--- config.mk ---
export PLATFORM = sky130hd
export DESIGN_NAME = tx_dma_chan
export DESIGN_NICKNAME = d
export VERILOG_FILES = /design/src/rtl/tx_dma_pkg.sv /design/src/rtl/tx_dma_delay.sv /design/src/rtl/tx_dma_fetch.sv /design/src/rtl/tx_dma_chan.sv
export SDC_FILE = /design/constraint.sdc
export NUM_CORES = 1
export LEC_CHECK = 0
export CAP_MARGIN = 5
export CORE_MARGIN = 5
export CORE_UTILIZATION = 54
export CTS_BUF_LIST = sky130_fd_sc_hd__clkbuf_8 sky130_fd_sc_hd__clkbuf_16
export CTS_CLUSTER_DIAMETER = 120
export CTS_CLUSTER_SIZE = 16
export DETAILED_ROUTE_END_ITERATION = 12
export PLACE_DENSITY = 0.92
export SLEW_MARGIN = 20
export SYNTH_ARGS = -nofsm -noshare
export SYNTH_HDL_FRONTEND = slang
export SYNTH_SLANG_ARGS = --single-unit
export TNS_END_PERCENT = 20
--- constraint.sdc ---
create_clock -name clk -period 3.25 [get_ports clk]
set_input_delay 0.65 -clock clk [delete_from_list [all_inputs] [get_ports clk]]
set_output_delay 0.65 -clock clk [all_outputs]
set_load 0.05 [all_outputs]
--- src/rtl/tx_dma_pkg.sv ---
package tx_dma_pkg;

    localparam logic [1:0] OFS_COUNT = 2'd0;
    localparam logic [1:0] OFS_ADDR  = 2'd1;
    localparam logic [1:0] OFS_CTRL  = 2'd2;
    localparam logic [1:0] OFS_DELAY = 2'd3;

    localparam int BIT_ERR  = 15;
    localparam int BIT_DONE = 7;
    localparam int BIT_IE   = 6;
    localparam int BIT_EN   = 0;

    typedef enum logic [1:0] {
        ST_IDLE = 2'd0,
        ST_WAIT = 2'd1,
        ST_RUN  = 2'd2
    } tx_state_e;

    typedef struct packed {
        logic err;
        logic done;
        logic ie;
        logic en;
    } ctrl_t;

    function automatic logic [15:0] pack_ctrl(ctrl_t c);
        logic [15:0] v;
        v = '0;
        v[BIT_ERR]  = c.err;
        v[BIT_DONE] = c.done;
        v[BIT_IE]   = c.ie;
        v[BIT_EN]   = c.en;
        return v;
    endfunction

endpackage

--- src/rtl/tx_dma_delay.sv ---
module tx_dma_delay #(
    parameter int DLYW = 8
) (
    input  logic            clk,
    input  logic            rst,
    input  logic            load,
    input  logic [DLYW-1:0] load_val,
    input  logic            active,
    input  logic            tick,
    output logic            zero
);
    logic [DLYW-1:0] cnt_q;

    always_ff @(posedge clk) begin
        if (rst) begin
            cnt_q <= '0;
        end else if (load) begin
            cnt_q <= load_val;
        end else if (active && tick && cnt_q != '0) begin
            cnt_q <= cnt_q - 1'b1;
        end
    end

    assign zero = (cnt_q == '0);
endmodule

--- src/rtl/tx_dma_fetch.sv ---
module tx_dma_fetch #(
    parameter int AW  = 16,
    parameter int WCW = 10,
    parameter int DW  = 16
) (
    input  logic           clk,
    input  logic           rst,
    input  logic           cnt_we,
    input  logic [WCW-1:0] cnt_wdata,
    input  logic           adr_we,
    input  logic [AW-1:1]  adr_wdata,
    input  logic           clr,
    input  logic           running,
    input  logic           take,
    input  logic           mem_gnt,
    input  logic [DW-1:0]  mem_rdata,
    output logic           mem_req,
    output logic [AW-1:0]  mem_addr,
    output logic [WCW-1:0] count,
    output logic           cnt_zero,
    output logic [DW-1:0]  stage,
    output logic           stage_full
);
    logic [WCW-1:0] cnt_q;
    logic [AW-1:1]  wadr_q;
    logic [DW-1:0]  stage_q;
    logic           full_q;
    logic           fetch;

    assign cnt_zero = (cnt_q == '0);
    assign mem_req  = running && !full_q && !cnt_zero;
    assign fetch    = mem_req && mem_gnt;

    always_ff @(posedge clk) begin
        if (rst) begin
            cnt_q   <= '0;
            wadr_q  <= '0;
            stage_q <= '0;
            full_q  <= 1'b0;
        end else begin
            if (cnt_we) begin
                cnt_q <= cnt_wdata;
            end else if (fetch) begin
                cnt_q <= cnt_q + 1'b1;
            end
            if (adr_we) begin
                wadr_q <= adr_wdata;
            end else if (fetch) begin
                wadr_q <= wadr_q + 1'b1;
            end
            if (clr) begin
                full_q <= 1'b0;
            end else if (fetch) begin
                full_q  <= 1'b1;
                stage_q <= mem_rdata;
            end else if (take) begin
                full_q <= 1'b0;
            end
        end
    end

    assign mem_addr   = {wadr_q, 1'b0};
    assign count      = cnt_q;
    assign stage      = stage_q;
    assign stage_full = full_q;
endmodule

--- src/rtl/tx_dma_chan.sv ---
module tx_dma_chan
    import tx_dma_pkg::*;
#(
    parameter int AW   = 16,
    parameter int WCW  = 10,
    parameter int DLYW = 8,
    parameter int DW   = 16
) (
    input  logic          clk,
    input  logic          rst,
    input  logic          reg_wr,
    input  logic [1:0]    reg_addr,
    input  logic [15:0]   reg_wdata,
    output logic [15:0]   reg_rdata,
    output logic          mem_req,
    output logic [AW-1:0] mem_addr,
    input  logic          mem_gnt,
    input  logic [DW-1:0] mem_rdata,
    input  logic          tick,
    input  logic          ser_req,
    input  logic          col_in,
    output logic          ser_valid,
    output logic [DW-1:0] ser_data,
    output logic          irq_done,
    output logic          irq_col
);
    tx_state_e       st_q;
    ctrl_t           ctl_q;
    logic            col_q;
    logic [DLYW-1:0] dly_q;
    logic            ser_valid_q;
    logic [DW-1:0]   ser_data_q;

    logic            wr_ctrl, start, running, idle_regs;
    logic            dly_zero, take, finish, underrun;
    logic [WCW-1:0]  count;
    logic            cnt_zero, stage_full;
    logic [DW-1:0]   stage;

    assign wr_ctrl   = reg_wr && reg_addr == OFS_CTRL;
    assign start     = wr_ctrl && reg_wdata[BIT_EN];
    assign running   = (st_q == ST_RUN);
    assign idle_regs = !ctl_q.en;
    assign take      = running && ser_req && stage_full;
    assign finish    = running && cnt_zero && !stage_full;
    assign underrun  = running && ser_req && !stage_full && !cnt_zero;

    tx_dma_delay #(.DLYW(DLYW)) u_delay (
        .clk      (clk),
        .rst      (rst),
        .load     (start),
        .load_val (dly_q),
        .active   (st_q == ST_WAIT),
        .tick     (tick),
        .zero     (dly_zero)
    );

    tx_dma_fetch #(.AW(AW), .WCW(WCW), .DW(DW)) u_fetch (
        .clk        (clk),
        .rst        (rst),
        .cnt_we     (reg_wr && reg_addr == OFS_COUNT && idle_regs),
        .cnt_wdata  (reg_wdata[WCW-1:0]),
        .adr_we     (reg_wr && reg_addr == OFS_ADDR && idle_regs),
        .adr_wdata  (reg_wdata[AW-1:1]),
        .clr        (start),
        .running    (running),
        .take       (take),
        .mem_gnt    (mem_gnt),
        .mem_rdata  (mem_rdata),
        .mem_req    (mem_req),
        .mem_addr   (mem_addr),
        .count      (count),
        .cnt_zero   (cnt_zero),
        .stage      (stage),
        .stage_full (stage_full)
    );

    always_ff @(posedge clk) begin
        if (rst) begin
            dly_q <= '0;
        end else if (reg_wr && reg_addr == OFS_DELAY && idle_regs) begin
            dly_q <= reg_wdata[DLYW-1:0];
        end
    end

    always_ff @(posedge clk) begin
        if (rst) begin
            st_q  <= ST_IDLE;
            ctl_q <= '0;
            col_q <= 1'b0;
        end else if (start) begin
            st_q     <= ST_WAIT;
            ctl_q.en <= 1'b1;
            ctl_q.ie <= reg_wdata[BIT_IE];
            ctl_q.done <= 1'b0;
            ctl_q.err  <= 1'b0;
            col_q    <= 1'b0;
        end else if (wr_ctrl) begin
            st_q     <= ST_IDLE;
            ctl_q.en <= 1'b0;
            ctl_q.ie <= reg_wdata[BIT_IE];
        end else begin
            case (st_q)
                ST_WAIT: if (dly_zero) st_q <= ST_RUN;
                ST_RUN: begin
                    if (col_in) begin
                        ctl_q.err <= 1'b1;
                        ctl_q.en  <= 1'b0;
                        col_q     <= 1'b1;
                        st_q      <= ST_IDLE;
                    end else if (finish) begin
                        ctl_q.done <= 1'b1;
                        ctl_q.en   <= 1'b0;
                        st_q       <= ST_IDLE;
                    end else if (underrun) begin
                        ctl_q.err <= 1'b1;
                        ctl_q.en  <= 1'b0;
                        st_q      <= ST_IDLE;
                    end
                end
                default: st_q <= ST_IDLE;
            endcase
        end
    end

    always_ff @(posedge clk) begin
        if (rst) begin
            ser_valid_q <= 1'b0;
            ser_data_q  <= '0;
        end else begin
            ser_valid_q <= take;
            if (take) ser_data_q <= stage;
        end
    end

    always_comb begin
        reg_rdata = '0;
        case (reg_addr)
            OFS_COUNT: reg_rdata[WCW-1:0]  = count;
            OFS_ADDR:  reg_rdata[AW-1:0]   = mem_addr;
            OFS_CTRL:  reg_rdata           = pack_ctrl(ctl_q);
            default:   reg_rdata[DLYW-1:0] = dly_q;
        endcase
    end

    assign ser_valid = ser_valid_q;
    assign ser_data  = ser_data_q;
    assign irq_done  = ctl_q.done && ctl_q.ie && !col_q;
    assign irq_col   = ctl_q.err && col_q && ctl_q.ie;
endmodule

Yosys cells after proc, flatten, opt, wreduce, memory -nomap -nowiden --
Index checks and enable logic that the tools add are counted.
Word-level totals: register bits after elaboration 82, bits of input ports 41, word-level logic and storage cells 107, output and inout port bits 52
Operators by class: bitwise gates (word level) 3, mux-type cells 28, add/sub/neg operators 3, equality and inequality tests 10, reduce and logical (&&, ||, !) cells 48
Operators with widths (number):
- 15-bit 2-to-1 mux | 2
- 8-bit one-hot mux with 3 select lines | 1
- 1-bit logical AND | 23
- 10-bit 2-to-1 mux | 2
- 8-bit 2-to-1 mux | 2
- 15-bit by 1-bit adder with 15-bit output (second input constant) | 1
- 1-bit 2-to-1 mux | 13
- 6-bit one-hot mux with 2 select lines | 1
- 2-bit nonzero test | 6
- 10-bit by 1-bit adder with 10-bit output (second input constant) | 1
- 10-bit zero test | 1
- 2-bit 2-to-1 mux | 5
- 8-bit zero test | 1
- 2-bit one-hot mux with 2 select lines | 2
- 2-bit AND reduction | 4
- 4-bit AND reduction | 2
- 8-bit nonzero test | 1
- 8-bit by 1-bit subtractor with 8-bit output (second input constant) | 1
- 2-bit == test (second input constant) | 3
- 6-bit by 4-bit inequality test with 1-bit output (second input constant) | 1
- 5-bit nonzero test | 1
- 2-bit by 1-bit == test with 1-bit output (second input constant) | 2
- 1-bit zero test | 4
- 2-bit inequality test (second input constant) | 2
- 8 further kinds | 10

Logic depth before layout (Yosys ltp) --
depth after elaboration 10, gate-level depth with buffers 9, mapped depth without buffers 7

Cells and area by module --
Synthesis repeated with hierarchy kept, for this count alone.
Second synthesis, totals: cells, all modules 504, area, all modules 4276.6 µm²
Modules (own cells, without submodules):
- tx_dma_fetch | cells each 261, times used 1, area an instance 2220.9 µm², sequential area each 840.8 µm²
- tx_dma_chan | cells each 184, times used 1, area an instance 1560.2 µm², sequential area each 640.6 µm²
- tx_dma_delay | cells each 59, times used 1, area an instance 495.5 µm², sequential area each 160.2 µm²

Worst setup path before layout --
No wires, ideal clock.
path type input to output, from input port reg_addr[1], to output port reg_rdata[1], path buffers 1, arrival 2.434 ns, slack 0.166 ns, stages 5, data required time 2.600 ns, path through inv_1 -> ha_1 -> clkbuf_1 -> a22oi_1 -> o21ai_0
Between the ends: cells in the longest elaborated chain, start to end 2, elaborated cells on any way between the ends 4, those cells by class 2 x eq/ne; 1 x mux; 1 x reduce/logical
Ends and longest elaborated chain:
- start, declared | RTL line tx_dma_chan.sv:12 | input logic [1:0] reg_addr,
- 2-bit == test (tied with other cells) | RTL line tx_dma_chan.sv:138 | case (reg_addr)
- 8-bit one-hot mux with 3 select lines (*) | RTL line tx_dma_chan.sv:138
- end, declared | RTL line tx_dma_chan.sv:14 | output logic [15:0] reg_rdata,
Mark *: on every way between the ends. The rest lies on a longest branch, timed or not.

Worst setup path in the final report --
Same ends and word-level chain as after synthesis.

==> flow_summary_export.csv <==
group,metric,value,unit
run_status,status,"complete, no violations",
synthesis,synth-compound-area-share,0.178,
sta,worstMarginPinSlew,0.738,ns
hold_path,hold_depth,2,
die,die-area,0.00912,sq mm
worst_setup_path,r2r_start,"u_fetch.count[1]$_SDFFE_PP0P_",
sta,grt_setup_unrepaired,"no",
global_route,grt_pass1_vias,3974,
worst_setup_path,r2r_setup_slack,1.01,ns
placement,io_buffers,91,
hold_path,hold_path_end,"u_fetch.stage[4]$_SDFFE_PP0P_",
clock_tree,postCtsSetupRepairBufs,0,
sta,finalCriticalPeriod,3.13,ns
synthesis,synthFlopType,"dfxtp_1",
sta,final.period_utilization,0.963,
clock_tree,insertion_delay,0.35,ns
clock_tree,cts_made_buffers,9,
worst_setup_path,critPathKind,"in2out",
final_layout,fillers,487,
synthesis,synth.top_cells.by_area,"dfxtp_1 (42%), nand2_1 (9.0%), a21oi_1 (6.3%)",
pwr,vdd_drop_max,0.000244,V
sta,worst_hold_slack,0.462,ns
clock_tree,clkSinkCount,82,
worst_setup_path,critPathCaptureType,"primary output",
die,die_w,95.5,um
global_route,antenna_found_initial,0,
routing,post-route-drc-count,0,
routing,first_pass_iters,5,
sta,max_freq,319,MHz
synthesis,synth_edf_count,0,
global_route,grt_pass1_wl,19.7,mm
sta,fin_setup_tns,0,ns
synthesis,ys_ff_latch,82,
clock_tree,cts-resized-gates,0,
routing,num_vias,4083,
clock_tree,clockBufferDepth,2,
sta,finalHoldViolCount,0,
clock_tree,holdBufCountCts,0,
synthesis,synth_cell_types,49,
job,drv_cap,0,
die,boundaryPins,93,
final_layout,area_growth_syn_to_layout,34.1,%
routing,drtIter0Drc,435,
synthesis,yosys.area_share.simple,0.260,
synthesis,synth_adder_area_share,0.0285,
die,dieHeight,95.5,um
synthesis,synth_fp_nets,538,
final_layout,num_antenna_cells,0,
final_layout,fin_nets,618,
placement,dp_hpwl,8.50,mm
synthesis,yosys_warnings,0,
routing,wl_per_cell,18.5,um
die,row_count,31,
worst_setup_path,worstPathArrival,2.48,ns
pwr,leakagePower,1.82,nW
synthesis,netlist_instances,488,
die,core,0.00718,sq mm
synthesis,synth_xor_area_frac,0.0599,
sta,slew_headroom,0.507,
clock_tree,htree_levels,3,
die,start_util,0.550,
synthesis,ys_seq_area_frac,0.416,
synthesis,synth.avg_cell_area,8.09,sq um
worst_setup_path,worstRegToRegCells,7,
sta,slew_violations,0,
pwr,powerDensity,409,mW/mm^2
hold_path,min_path_type,"reg2reg",
clock_tree,tritoncts,"done",
synthesis,synth.cell_area,0.00395,sq mm
routing,vias_per_cell,6.08,
worst_setup_path,crit_fanout,14,
routing,drt-total-wl,12.4,mm
placement,gp_congestion,0.902,
final_layout,drive_gt1_frac,0.0908,
clock_tree,cts_root_buffer,"clkbuf_8",
sta,setup-violations-final,0,
synthesis,synth_top_family_by_area,"simple AND/OR/NAND/NOR gates",
global_route,grt_max_degree,83,
routing,postRouteAntennaNets,0,
worst_setup_path,required,2.60,ns
clock_tree,clkSlewWorstSetupHoldPaths,0.09,ns
synthesis,synth_top_area_share,0.416,
sta,finalClockSkew,0.00624,ns
worst_setup_path,reg2reg_to,"u_fetch.wadr_q[6]$_SDFFE_PP0P_",
global_route,grt_use_total,0.278,
hold_path,hp-start,"u_fetch.stage[4]$_SDFFE_PP0P_",
synthesis,synth_top_area_cell,"dfxtp_1",
worst_setup_path,cp-start-kind,"input port",
synthesis,synth.area.mux_share,0.0101,
synthesis,async_flop_share,0,
global_route,grt-ovfl-total,0,
==> worst max path at each step <==
| stage | endpoint | startpoint | slack [ns] | cells after the start |
|---|---|---|---|---|
| 6_report | reg_rdata[1] | reg_addr[1] | 0.12 | 6 |
| 5_1_grt | reg_rdata[1] | reg_addr[1] | 0.009 | 6 |
| 4_1_cts | reg_rdata[1] | reg_addr[1] | 0.17 | 6 |
| 3_5_place_dp | reg_rdata[1] | reg_addr[1] | 0.16 | 6 |
| 3_3_place_gp | reg_rdata[6] | reg_addr[1] | 0.32 | 6 |
| 2_1_floorplan | reg_rdata[1] | reg_addr[1] | 0.17 | 5 |
==> flip-flops by register name, indices dropped and copies added (netlist names) <==
name                flops
u_fetch.wadr_q         15
col_q                   1
ser_valid               1
u_fetch.count          10
u_fetch.stage_full      1
st_q                    2
ctl_q                   4
dly_q                   8
ser_data               16
u_delay.cnt_q           8
u_fetch.stage          16
==> cells by family (layout without fill, tap and decap cells) <==
logic type / count (synthesis) / after routing
xor gates and xnor gates: 27 / 27
AOI/OAI and AO/OA: 109 / 109
and+or+nand+nor: 213 / 213
buffers and inverters: 43 / 128
muxes: 4 / 4
other: 1 / 1
adders and majority gates: 9 / 9
DFF: 82 / 82
==> routing by layer <==
layer / routed length [um] / GRT usage / share of wire
met3: 954 / 0.0481 / 0.077
met2: 6230 / 0.479 / 0.50
met5: 0 / 0 / 0
met4: 487 / 0.150 / 0.039
met1: 4730 / 0.328 / 0.38
==> cell usage after synthesis, types with 9 or more instances <==
master	number
nand3_1	16
nand4_1	15
xnor2_1	9
nand2_1	95
a211oi_1	28
inv_1	12
nor3_1	11
xor2_1	18
o21ai_0	9
a21oi_1	50
dfxtp_1	82
clkbuf_1	23
ha_1	9
nor2_1	38
==> cell type report <==
class                   count  area, sq um  area share
well taps                  99          124      0.0234
inverters                  12         45.0     0.00851
clock inverters             7         88.8      0.0168
multi-input cells         363         2120       0.401
repair buffers            100         1140       0.216
clock buffers               9          124      0.0234
flip-flops and latches     82         1640       0.310
==> cell usage in the layout (no fill, tap or decap), drive strengths merged, types with 3 or more instances in the layout <==
cell	netlist	routed
a22oi	7	7
a211oi	29	29
buf	8	27
mux2i	4	4
clkinv	0	3
xor2	18	18
and2	7	7
a21oi	50	50
nor4	3	3
and3	8	8
nand4	16	16
nor2	38	38
clkbuf	23	9
xnor2	9	9
inv	12	14
nand2	96	96
nand2b	3	3
nor2b	4	4
o21ai	9	9
dfxtp	82	82
nand3	16	16
or3	3	3
nor3	12	12
ha	9	9
clkdlybuf4s50	0	73
==> through the flow <==
step            util  total power, mW  setup WS [ns]  instances  instance area (sq um)
2_1_floorplan      -             1.24          0.166        488                   3950
5_1_grt        0.737             2.23        0.00947        672                   5290
6_report       0.737             2.16          0.119        672                   5290
3_5_place_dp   0.708             1.39          0.160        656                   5080
4_1_cts        0.737             2.15          0.167        672                   5290
3_3_place_gp   0.708             1.38          0.321        656                   5080
==> critical path: stages <==
cell             delay (ns)
clkdlybuf4s50_1        0.45
inv_1                  0.10
ha_1                   0.52
a22oi_1                0.20
o21ai_0                0.36
buf_12                 0.19
==> where the power goes <==
part / internal (mW) / switching, mW / total, mW
combinational: 0.132 / 0.176 / 0.308
clock: 0.370 / 0.418 / 0.788
sequential: 1.03 / 0.0378 / 1.07
No activity file was read; power rests on OpenSTA's default activity.
